File: src/rtl/sp_pack_pkg.sv
package sp_pack_pkg;

    typedef enum logic [1:0] {
        CLS_ZERO = 2'd0,
        CLS_NUM  = 2'd1,
        CLS_INF  = 2'd2,
        CLS_NAN  = 2'd3
    } num_class_e;

    typedef enum logic [1:0] {
        RM_NEAR = 2'd0,
        RM_ZERO = 2'd1,
        RM_UP   = 2'd2,
        RM_DOWN = 2'd3
    } rnd_mode_e;

    typedef enum logic [2:0] {
        PK_ZERO,
        PK_INF,
        PK_NAN,
        PK_NORMAL,
        PK_SUBNORM,
        PK_SUB_CARRY,
        PK_OVERFLOW
    } pack_path_e;

    localparam int SP_FRAC_W   = 23;
    localparam int SP_EXP_W    = 8;
    localparam int SP_BIAS     = 127;
    localparam int SP_EXP_ALL1 = 255;

endpackage

File: src/rtl/sp_denorm_align.sv
module sp_denorm_align #(
    parameter int MANT_W = 64,
    parameter int KEEP_W = 24,
    parameter int SH_W   = 7
) (
    input  logic [MANT_W-1:0] mant_i,
    input  logic [SH_W-1:0]   shift_i,
    output logic [KEEP_W-1:0] keep_o,
    output logic              guard_o,
    output logic              round_o,
    output logic              sticky_o
);
    localparam int LOW_W = MANT_W - KEEP_W;

    logic              full_shift;
    logic [MANT_W-1:0] shifted;
    logic [MANT_W-1:0] lost_mask;
    logic              lost_any;

    always_comb begin
        full_shift = (shift_i >= SH_W'(MANT_W));
        shifted    = full_shift ? '0 : (mant_i >> shift_i);
        lost_mask  = full_shift ? '1 : ((MANT_W'(1) << shift_i) - MANT_W'(1));
        lost_any   = |(mant_i & lost_mask);
        keep_o     = shifted[MANT_W-1 -: KEEP_W];
        guard_o    = shifted[LOW_W-1];
        round_o    = shifted[LOW_W-2];
        sticky_o   = lost_any | (|shifted[LOW_W-3:0]);
    end

endmodule

File: src/rtl/sp_round_decide.sv
module sp_round_decide
    import sp_pack_pkg::*;
(
    input  logic [1:0] mode_i,
    input  logic       sign_i,
    input  logic       lsb_i,
    input  logic       guard_i,
    input  logic       round_i,
    input  logic       sticky_i,
    output logic       incr_o,
    output logic       inexact_o
);
    logic any_lost;

    always_comb begin
        any_lost  = guard_i | round_i | sticky_i;
        inexact_o = any_lost;
        unique case (rnd_mode_e'(mode_i))
            RM_NEAR: incr_o = guard_i & (round_i | sticky_i | lsb_i);
            RM_ZERO: incr_o = 1'b0;
            RM_UP:   incr_o = any_lost & ~sign_i;
            RM_DOWN: incr_o = any_lost & sign_i;
            default: incr_o = 1'b0;
        endcase
    end

    // An increment is only legal when something below the kept LSB is lost
    always_comb begin
        if (incr_o) begin
            assert_inc_needs_grs_R5: assert (guard_i | round_i | sticky_i);
        end
    end

endmodule

File: src/rtl/sp_pack_round.sv
module sp_pack_round
    import sp_pack_pkg::*;
#(
    parameter int EXP_W   = 12,
    parameter int MANT_W  = 64,
    parameter int OUT_REG = 1
) (
    input  logic              clk,
    input  logic              rst_n,
    input  logic              in_sign,
    input  logic [1:0]        in_class,
    input  logic [EXP_W-1:0]  in_exp,
    input  logic [MANT_W-1:0] in_mant,
    input  logic              in_sticky,
    input  logic [1:0]        rnd_mode,
    input  logic              uf_trap_en,
    output logic [31:0]       out_word,
    output logic              flag_inexact,
    output logic              flag_underflow,
    output logic              flag_overflow
);
    localparam int KEEP_W    = SP_FRAC_W + 1;
    localparam int SH_W      = $clog2(MANT_W) + 1;
    localparam int BEXP_W    = EXP_W + 2;
    localparam int NAN_TOP   = MANT_W - 2;

    // exponent handling
    logic signed [BEXP_W-1:0] bexp;
    logic signed [BEXP_W-1:0] shift_amt;
    logic signed [BEXP_W-1:0] exp_fin;
    logic                     is_sub;
    logic [SH_W-1:0]          shift_sel;

    // aligned significand and rounding
    logic [KEEP_W-1:0]        keep;
    logic                     grd, rnd, stk_low;
    logic                     incr, inexact;
    logic [KEEP_W:0]          rsum;
    logic                     ovf_hit;
    logic                     to_inf;

    pack_path_e               path;

    logic [31:0]              word_c;
    logic                     nx_c, uf_c, of_c;

    always_comb begin
        bexp      = $signed({{2{in_exp[EXP_W-1]}}, in_exp}) + $signed(BEXP_W'(SP_BIAS));
        is_sub    = (bexp <= $signed(BEXP_W'(0)));
        shift_amt = $signed(BEXP_W'(1)) - bexp;
        if (!is_sub)
            shift_sel = '0;
        else if (shift_amt >= $signed(BEXP_W'(MANT_W)))
            shift_sel = SH_W'(MANT_W);
        else
            shift_sel = shift_amt[SH_W-1:0];
    end

    sp_denorm_align #(
        .MANT_W (MANT_W),
        .KEEP_W (KEEP_W),
        .SH_W   (SH_W)
    ) u_align (
        .mant_i   (in_mant),
        .shift_i  (shift_sel),
        .keep_o   (keep),
        .guard_o  (grd),
        .round_o  (rnd),
        .sticky_o (stk_low)
    );

    sp_round_decide u_round (
        .mode_i    (rnd_mode),
        .sign_i    (in_sign),
        .lsb_i     (keep[0]),
        .guard_i   (grd),
        .round_i   (rnd),
        .sticky_i  (stk_low | in_sticky),
        .incr_o    (incr),
        .inexact_o (inexact)
    );

    always_comb begin
        rsum    = {1'b0, keep} + (KEEP_W+1)'(incr);
        exp_fin = bexp + (rsum[KEEP_W] ? $signed(BEXP_W'(1)) : $signed(BEXP_W'(0)));
        ovf_hit = !is_sub && (exp_fin >= $signed(BEXP_W'(SP_EXP_ALL1)));
        unique case (rnd_mode_e'(rnd_mode))
            RM_NEAR: to_inf = 1'b1;
            RM_ZERO: to_inf = 1'b0;
            RM_UP:   to_inf = ~in_sign;
            RM_DOWN: to_inf = in_sign;
            default: to_inf = 1'b1;
        endcase
    end

    // path selection
    always_comb begin
        unique case (num_class_e'(in_class))
            CLS_ZERO: path = PK_ZERO;
            CLS_INF:  path = PK_INF;
            CLS_NAN:  path = PK_NAN;
            CLS_NUM: begin
                if (is_sub)
                    path = rsum[KEEP_W-1] ? PK_SUB_CARRY : PK_SUBNORM;
                else if (ovf_hit)
                    path = PK_OVERFLOW;
                else
                    path = PK_NORMAL;
            end
            default:  path = PK_ZERO;
        endcase
    end

    // output composition per path
    always_comb begin
        word_c = {in_sign, 31'h0};
        nx_c   = 1'b0;
        uf_c   = 1'b0;
        of_c   = 1'b0;
        unique case (path)
            PK_ZERO: begin
                word_c = {in_sign, 31'h0};
            end
            PK_INF: begin
                word_c = {in_sign, 8'hFF, 23'h0};
            end
            PK_NAN: begin
                word_c = {in_sign, 8'hFF,
                          in_mant[NAN_TOP -: SP_FRAC_W] | (SP_FRAC_W'(1) << (SP_FRAC_W-1))};
            end
            PK_NORMAL: begin
                word_c = {in_sign, exp_fin[SP_EXP_W-1:0], rsum[SP_FRAC_W-1:0]};
                nx_c   = inexact;
            end
            PK_SUBNORM: begin
                word_c = {in_sign, 8'h00, rsum[SP_FRAC_W-1:0]};
                nx_c   = inexact;
                uf_c   = inexact | uf_trap_en;
            end
            PK_SUB_CARRY: begin
                word_c = {in_sign, 8'h01, 23'h0};
                nx_c   = 1'b1;
            end
            PK_OVERFLOW: begin
                word_c = to_inf ? {in_sign, 8'hFF, 23'h0}
                                : {in_sign, 8'hFE, 23'h7FFFFF};
                nx_c   = 1'b1;
                of_c   = 1'b1;
            end
            default: begin
                word_c = {in_sign, 31'h0};
            end
        endcase
    end

    generate
        if (OUT_REG != 0) begin : g_out_reg
            always_ff @(posedge clk or negedge rst_n) begin
                if (!rst_n) begin
                    out_word       <= '0;
                    flag_inexact   <= 1'b0;
                    flag_underflow <= 1'b0;
                    flag_overflow  <= 1'b0;
                end else begin
                    out_word       <= word_c;
                    flag_inexact   <= nx_c;
                    flag_underflow <= uf_c;
                    flag_overflow  <= of_c;
                end
            end

            assert_special_no_flags_R1: assert property (@(posedge clk) disable iff (!rst_n)
                (in_class != 2'd1) |=> !(flag_inexact || flag_underflow || flag_overflow));

            assert_sub_carry_min_normal_R10: assert property (@(posedge clk) disable iff (!rst_n)
                (path == PK_SUB_CARRY) |=> (out_word[30:0] == 31'h00800000 && !flag_underflow && flag_inexact));
        end else begin : g_out_comb
            always_comb begin
                out_word       = word_c;
                flag_inexact   = nx_c;
                flag_underflow = uf_c;
                flag_overflow  = of_c;
            end
        end
    endgenerate

    assert_no_overflow_without_inexact_R11: assert property (@(posedge clk) disable iff (!rst_n)
        flag_overflow |-> (flag_inexact && out_word[30:24] == 7'h7F));

    assert_underflow_zero_field_R9: assert property (@(posedge clk) disable iff (!rst_n)
        flag_underflow |-> (out_word[30:23] == 8'h00 && !flag_overflow));

    assert_nan_quiet_bit_R3: assert property (@(posedge clk) disable iff (!rst_n)
        (out_word[30:23] == 8'hFF && out_word[22:0] != 23'h0) |-> out_word[22]);

endmodule

File: config.mk
export PLATFORM = sky130hd
export DESIGN_NAME = sp_pack_round
export DESIGN_NICKNAME = d
export VERILOG_FILES = /design/src/rtl/sp_pack_pkg.sv /design/src/rtl/sp_denorm_align.sv /design/src/rtl/sp_round_decide.sv /design/src/rtl/sp_pack_round.sv
export SDC_FILE = /design/constraint.sdc
export NUM_CORES = 1
export LEC_CHECK = 0
export ABC_CLOCK_PERIOD_IN_PS = 1000
export BUFFER_PORTS_ARGS = -buffer_cell sky130_fd_sc_hd__buf_2
export CAP_MARGIN = 15
export CORE_ASPECT_RATIO = 1.25
export CORE_MARGIN = 4
export CORE_UTILIZATION = 60
export DETAILED_ROUTE_END_ITERATION = 8
export PLACE_DENSITY = 0.83
export SYNTH_ARGS = -nofsm -noshare
export SYNTH_HDL_FRONTEND = slang
export SYNTH_SLANG_ARGS = --single-unit
File: constraint.sdc
create_clock -name clk -period 1 [get_ports clk]
set_input_delay 0.05 -clock clk [delete_from_list [all_inputs] [get_ports clk]]
set_output_delay 0.05 -clock clk [all_outputs]
set_load 0.1 [all_outputs]
==> impl_table.tex, run 1 <==
\begin{tabular}{lr}
\hline
Metric & Value \\
\hline
\multicolumn{2}{l}{\textbf{Run status}} \\
\quad Outcome & stopped before the end \\
\quad Stage at which the run stopped & clock tree synthesis (4\_1\_cts) \\
\quad Halt Reason & [ERROR DPL-0033] detailed placement checks failed during check placement. \\
\multicolumn{2}{l}{\textbf{Place}} \\
\quad IO buf count & 119 \\
\quad Post-Place Cells & 1981 \\
\quad Sum of net half-perimeters after detailed placement & 45800 um \\
\quad RePlAce Congestion & 1.42 \\
\quad Post-place setup slack & -8.04 ns \\
\multicolumn{2}{l}{\textbf{Synthesis}} \\
\quad Share of the synthesized area in the top cell type & 0.100 \\
\quad Fraction of registers with async set or reset after synthesis & 1.00 \\
\quad Sequential-to-total area share from yosys stat & 0.100 \\
\quad Synth Area per Inst & 6.71 um\^{}2 \\
\quad Nets in the synthesized netlist & 1396 \\
\quad Seq cells post-synth & 35 \\
\quad Cells after synthesis & 1302 \\
\quad Count of unique library cells instantiated by Yosys & 104 \\
\quad Ranking of synthesized cells by area & sky130\_fd\_sc\_hd\_\_dfrtp\_1, sky130\_fd\_sc\_hd\_\_nor2\_1, sky130\_fd\_sc\_hd\_\_nand2\_1, sky130\_fd\_sc\_hd\_\_a21oi\_1, sky130\_fd\_sc\_hd\_\_o21ai\_0 \\
\quad Synth cell count leaders & sky130\_fd\_sc\_hd\_\_nor2\_1, sky130\_fd\_sc\_hd\_\_nand2\_1, sky130\_fd\_sc\_hd\_\_a21oi\_1 \\
\quad Most instantiated library cell after synthesis & sky130\_fd\_sc\_hd\_\_nor2\_1 \\
\quad Post-synth design cell area & 8730 um\^{}2 \\
\quad EDFF count, synth & 0 \\
\quad Count of warnings emitted by yosys & 0 \\
\quad Largest area contributor in the synthesized netlist & sky130\_fd\_sc\_hd\_\_dfrtp\_1 \\
\quad Most instantiated flip-flop cell in the synthesis netlist & sky130\_fd\_sc\_hd\_\_dfrtp\_1 \\
\multicolumn{2}{l}{\textbf{Floorplanning}} \\
\quad Number of core rows & 49 \\
\quad Chip height & 143 um \\
\quad X dimension of the die & 116 um \\
\quad Starting density of the core & 0.609 \\
\quad Ports & 120 \\
\multicolumn{2}{l}{\textbf{CTS}} \\
\quad CTS resizes & 74 \\
\quad Post-CTS setup-driven buffer insertion count & 38 \\
\quad Root buffer cell & sky130\_fd\_sc\_hd\_\_clkbuf\_16 \\
\quad Number of buffers inserted for hold repair after clock tree synthesis & 3 \\
\quad Number of buffers added by the clock tree synthesis step & 5 \\
\quad Clock Tree Buf Depth & 2 \\
\quad Maximum level of the CTS H-tree & 2 \\
\quad Sink Count & 35 \\
\hline
\end{tabular}
==> cells by family after synthesis <==
kind of cell / count (synthesis) / share of synthesized area
AO/OA/AOI/OAI: 493 / 0.414
XOR/XNOR: 52 / 0.0537
buffers and inverters: 140 / 0.0693
AND/OR/NAND/NOR: 530 / 0.299
flip-flops: 35 / 0.100
multiplexers: 43 / 0.0507
adder cells (fa/ha/maj): 9 / 0.0129
==> through the flow <==
step | area [um^2] | util | TNS (ns)
after floorplan | 9060 | - | -261.20
after global placement | 13600 | 0.948 | -239.74
after detailed placement | 13600 | 0.948 | -267.81
==> run 2: changes to the inputs <==
--- a/config.mk
+++ b/config.mk
@@ -8,11 +8,10 @@
 export ABC_CLOCK_PERIOD_IN_PS = 1000
 export BUFFER_PORTS_ARGS = -buffer_cell sky130_fd_sc_hd__buf_2
 export CAP_MARGIN = 15
-export CORE_ASPECT_RATIO = 1.25
 export CORE_MARGIN = 4
-export CORE_UTILIZATION = 60
+export CORE_UTILIZATION = 40
 export DETAILED_ROUTE_END_ITERATION = 8
-export PLACE_DENSITY = 0.83
+export PLACE_DENSITY_LB_ADDON = 0.15
 export SYNTH_ARGS = -nofsm -noshare
 export SYNTH_HDL_FRONTEND = slang
 export SYNTH_SLANG_ARGS = --single-unit
==> impl_table.tex, run 2 <==
\begin{tabular}{lr}
\hline
Metric & Value \\
\hline
\multicolumn{2}{l}{\textbf{Run status}} \\
\quad Outcome & complete, but fails checks (was stopped before the end) \\
\quad Violated checks & setup timing \\
\multicolumn{2}{l}{\textbf{Route}} \\
\quad Detailed-router iteration count before antenna repair & 6 \\
\quad Via count & 14000 \\
\quad Routed WL per cell & 25.3 um \\
\quad Initial DRC Count & 1979 \\
\quad Via density per instance & 6.54 \\
\quad Count of nets left with antenna violations after detail routing & 0 \\
\quad DRC violation count after routing & 0 \\
\quad Detailed-route wire length & 54300 um \\
\multicolumn{2}{l}{\textbf{Worst setup path}} \\
\quad Cell with the largest stage delay on the worst path & sky130\_fd\_sc\_hd\_\_nor4\_2 \\
\quad Arr. time, crit path & 8.57 ns \\
\quad Startpoint type of the worst setup path & primary input \\
\quad Critical Path Most Common Cell & sky130\_fd\_sc\_hd\_\_buf\_4 \\
\quad Worst setup startpoint & in\_exp[1] \\
\quad Critical path type & primary input to flip-flop \\
\quad Sort of element at the end of the critical path & flip-flop \\
\quad Delay contributed by the slowest stage of the critical path & 0.48 ns \\
\quad Worst EP required & 1.20 ns \\
\quad Largest fanout on the critical path & 8 \\
\multicolumn{2}{l}{\textbf{Final layout}} \\
\quad Core utilization of the finished layout & 0.693 \\
\quad Number of flip-flops under the largest register name & 32 \\
\quad Growth of design area from synthesis to finish & 68.4\% \\
\quad Ratio of cells with drive above 1 in the final layout & 0.433 \\
\quad Number of nets in the finished design & 1963 \\
\quad Post-Layout Inst Area & 14700 um\^{}2 \\
\quad Filler cell count in the final layout & 1801 \\
\quad Footprint of the multi-input gates & 7770 um\^{}2 \\
\quad Register ranked first by flip-flop count & out\_word \\
\quad Most frequent cells in the layout & sky130\_fd\_sc\_hd\_\_buf\_4, sky130\_fd\_sc\_hd\_\_nor2\_1, sky130\_fd\_sc\_hd\_\_nand2\_1 \\
\quad Most frequent standard cell in the layout excluding fill and tap cells & sky130\_fd\_sc\_hd\_\_buf\_4 \\
\quad Register cell area after layout & 876 um\^{}2 \\
\multicolumn{2}{l}{\textbf{STA}} \\
\quad Hold Vio Cnt, Final & 0 \\
\quad Final hold slack & 0.0196 ns \\
\quad Setup repair after global routing missed its margin & yes \\
\quad Post-layout min period & 8.36 ns \\
\quad Final Max Slew Viols & 0 \\
\quad Final Worst Setup Slack & -7.36 ns \\
\quad Maximum achievable frequency & 120 MHz \\
\quad Worst slew margin & 0.500 \\
\quad Slew @ Worst Pin & 0.743 ns \\
\quad Setup\_tns & -243.94 ns \\
\quad Final critical-path share of the clock period & 8.36 \\
\quad Final Setup Violations & 34 \\
\multicolumn{2}{l}{\textbf{CTS}} \\
\quad Number of buffers added by the clock tree synthesis step & 5 (unchanged) \\
\quad Maximum level of the CTS H-tree & 2 (unchanged) \\
\quad Root buffer cell & sky130\_fd\_sc\_hd\_\_clkbuf\_16 (unchanged) \\
\quad Clock input transition at the sequential cells of the worst setup and hold paths & 0.05 ns \\
\quad Sink Count & 35 (unchanged) \\
\quad Clock tree from TritonCTS & yes \\
\quad Clock Tree Buf Depth & 2 (unchanged) \\
\multicolumn{2}{l}{\textbf{Synthesis}} \\
\quad Fraction of registers with async set or reset after synthesis & 1.00 (unchanged) \\
\quad Post-synthesis share of cell area spent on and, or, nand and nor gates & 0.299 (unchanged) \\
\quad Nets in the synthesized netlist & 1396 (unchanged) \\
\quad EDFF count, synth & 0 (unchanged) \\
\quad XOR/XNOR share of the synthesized area & 0.0537 (unchanged) \\
\quad Cells after synthesis & 1302 (unchanged) \\
\quad Sequential-to-total area share from yosys stat & 0.100 (unchanged) \\
\quad Count of warnings emitted by yosys & 0 (unchanged) \\
\quad Most instantiated library cell after synthesis & sky130\_fd\_sc\_hd\_\_nor2\_1 (unchanged) \\
\quad Seq cells post-synth & 35 (unchanged) \\
\quad Synth Area per Inst & 6.71 um\^{}2 (unchanged) \\
\quad Area fraction in compound gates after synthesis & 0.414 (unchanged) \\
\quad Dominant combinational cell family by area after synthesis & compound AO/OA/AOI/OAI gates (unchanged) \\
\quad Largest area contributor in the synthesized netlist & sky130\_fd\_sc\_hd\_\_dfrtp\_1 (unchanged) \\
\quad Arithmetic-cell share of the synthesized area counting full adders, half adders and majority gates & 0.0129 (unchanged) \\
\quad Synth cell count leaders & sky130\_fd\_sc\_hd\_\_nor2\_1, sky130\_fd\_sc\_hd\_\_nand2\_1, sky130\_fd\_sc\_hd\_\_a21oi\_1 (unchanged) \\
\quad Most instantiated flip-flop cell in the synthesis netlist & sky130\_fd\_sc\_hd\_\_dfrtp\_1 (unchanged) \\
\quad Ranking of synthesized cells by area & sky130\_fd\_sc\_hd\_\_dfrtp\_1, sky130\_fd\_sc\_hd\_\_nor2\_1, sky130\_fd\_sc\_hd\_\_nand2\_1, sky130\_fd\_sc\_hd\_\_a21oi\_1, sky130\_fd\_sc\_hd\_\_o21ai\_0 (unchanged) \\
\quad Count of unique library cells instantiated by Yosys & 104 (unchanged) \\
\quad Post-synth design cell area & 8730 um\^{}2 (unchanged) \\
\quad Share of the synthesized area in the top cell type & 0.100 (unchanged) \\
\quad Multiplexer fraction of the synthesized cell area & 0.0507 (unchanged) \\
\multicolumn{2}{l}{\textbf{GRT}} \\
\quad Maximum number of pins on one net before global-route repair & 52 \\
\quad Remaining global-route overflow & 0 \\
\quad Vias in the first global route & 13500 \\
\quad Initial antenna violation count & 2 \\
\quad Layer with the highest usage after global routing & met2 \\
\quad Overall fraction of global-route tracks in use & 0.421 \\
\quad Wire length of the first global-routing pass & 79500 um \\
\quad Met3 routing resource usage after global routing & 0.0918 \\
\quad Fraction of met1 tracks used by global routing & 0.510 \\
\quad GR met2 Demand/Resource & 0.676 \\
\multicolumn{2}{l}{\textbf{Floorplanning}} \\
\quad Ports & 120 (unchanged) \\
\quad Area of the placeable core & 21200 um\^{}2 \\
\quad Full die area & 24300 um\^{}2 \\
\quad Starting density of the core & 0.412 (was 0.609) \\
\quad X dimension of the die & 156 um (was 116 um) \\
\quad Chip height & 156 um (was 143 um) \\
\quad Number of core rows & 53 (was 49) \\
\multicolumn{2}{l}{\textbf{Pwr}} \\
\quad P per Cell Area & 925 nW/um\^{}2 \\
\quad Total leakage power & 6.38 nW \\
\quad Maximum vdd ir drop & 760 uV \\
\multicolumn{2}{l}{\textbf{Place}} \\
\quad RePlAce Congestion & 1.08 (was 1.42) \\
\quad IO buf count & 119 (unchanged) \\
\quad Post-place setup slack & -7.82 ns (was -8.04 ns) \\
\quad Placed inst area & 13800 um\^{}2 (was 13600 um\^{}2) \\
\quad Sum of net half-perimeters after detailed placement & 40800 um (was 45800 um) \\
\multicolumn{2}{l}{\textbf{Worst hold path}} \\
\quad Type of the most critical hold path & primary input to flip-flop \\
\quad Min-delay src & uf\_trap\_en \\
\multicolumn{2}{l}{\textbf{Job}} \\
\quad Number of max-cap violations & 0 \\
\hline
\end{tabular}
[run 2: worst paths after layout]
check	end	slack, ns	cells past startpoint
min	flag_underflow	0.02	2
max	out_word[16]	-7.36	48
min in group asynchronous	out_word[28]	0.32	3
max in group asynchronous	out_word[6]	0.38	3
[run 2: what timing repair did]
item | CTS | global route
resized for setup | 42 | 55
setup buffers | 26 | 14
endpoints found under the hold margin | 36 | 0
endpoints found under the setup margin | 34 | 34
cloned | 0 | 4
pin swaps | 41 | 30
hold buffers | 2 | 0
[run 2: layout make-up]
class,instances,area share
Sequential cell,35,0.0595
Timing Repair Buffer,678,0.373
Clock buffer,7,0.00902
Inverter,22,0.00664
Clock inverter,1,0.000340
Multi-Input combinational cell,1127,0.528
Antenna cell,1,0.000170
Tap cell,275,0.0234
[run 2: cells by family after synthesis]
logic type | count (synthesis)
XOR/XNOR | 52
multiplexers | 43
AO/OA/AOI/OAI | 493
adder cells (fa/ha/maj) | 9
AND/OR/NAND/NOR | 530
buffers and inverters | 140
flip-flops | 35
[run 2: through the flow]
| step | std cells | total power [W] |
|---|---|---|
| detailed placement | 2093 | 0.0114 |
| global route | 2146 | 0.0141 |
| finish | 2146 | 0.0136 |
| CTS | 2128 | 0.0130 |
| floorplan | 1302 | 0.00647 |
| global placement | 2093 | 0.0113 |
[run 2: critical path, delay by kind of cell]
family,cells,cell delay [ns]
compound gates,14,2.47
xor+xnor,1,0.18
mux,1,0.34
fa+ha+maj,5,0.91
buf+inv,11,1.51
simple gates,16,3.05
[run 2: power by group]
part	switching [W]	internal, W	leakage [nW]
sequential	0.0000921	0.00153	0.443
combinational	0.00615	0.00435	5.87
clock	0.000560	0.000919	0.0679
[run 2: per-layer routing]
metal	vias to the layer above	wire (um)
met3	318	6480
met2	1070	23600
li1	6174	-
met1	6481	19700
met4	2	4510
met5	-	8
No activity file was read; power rests on OpenSTA's default activity.
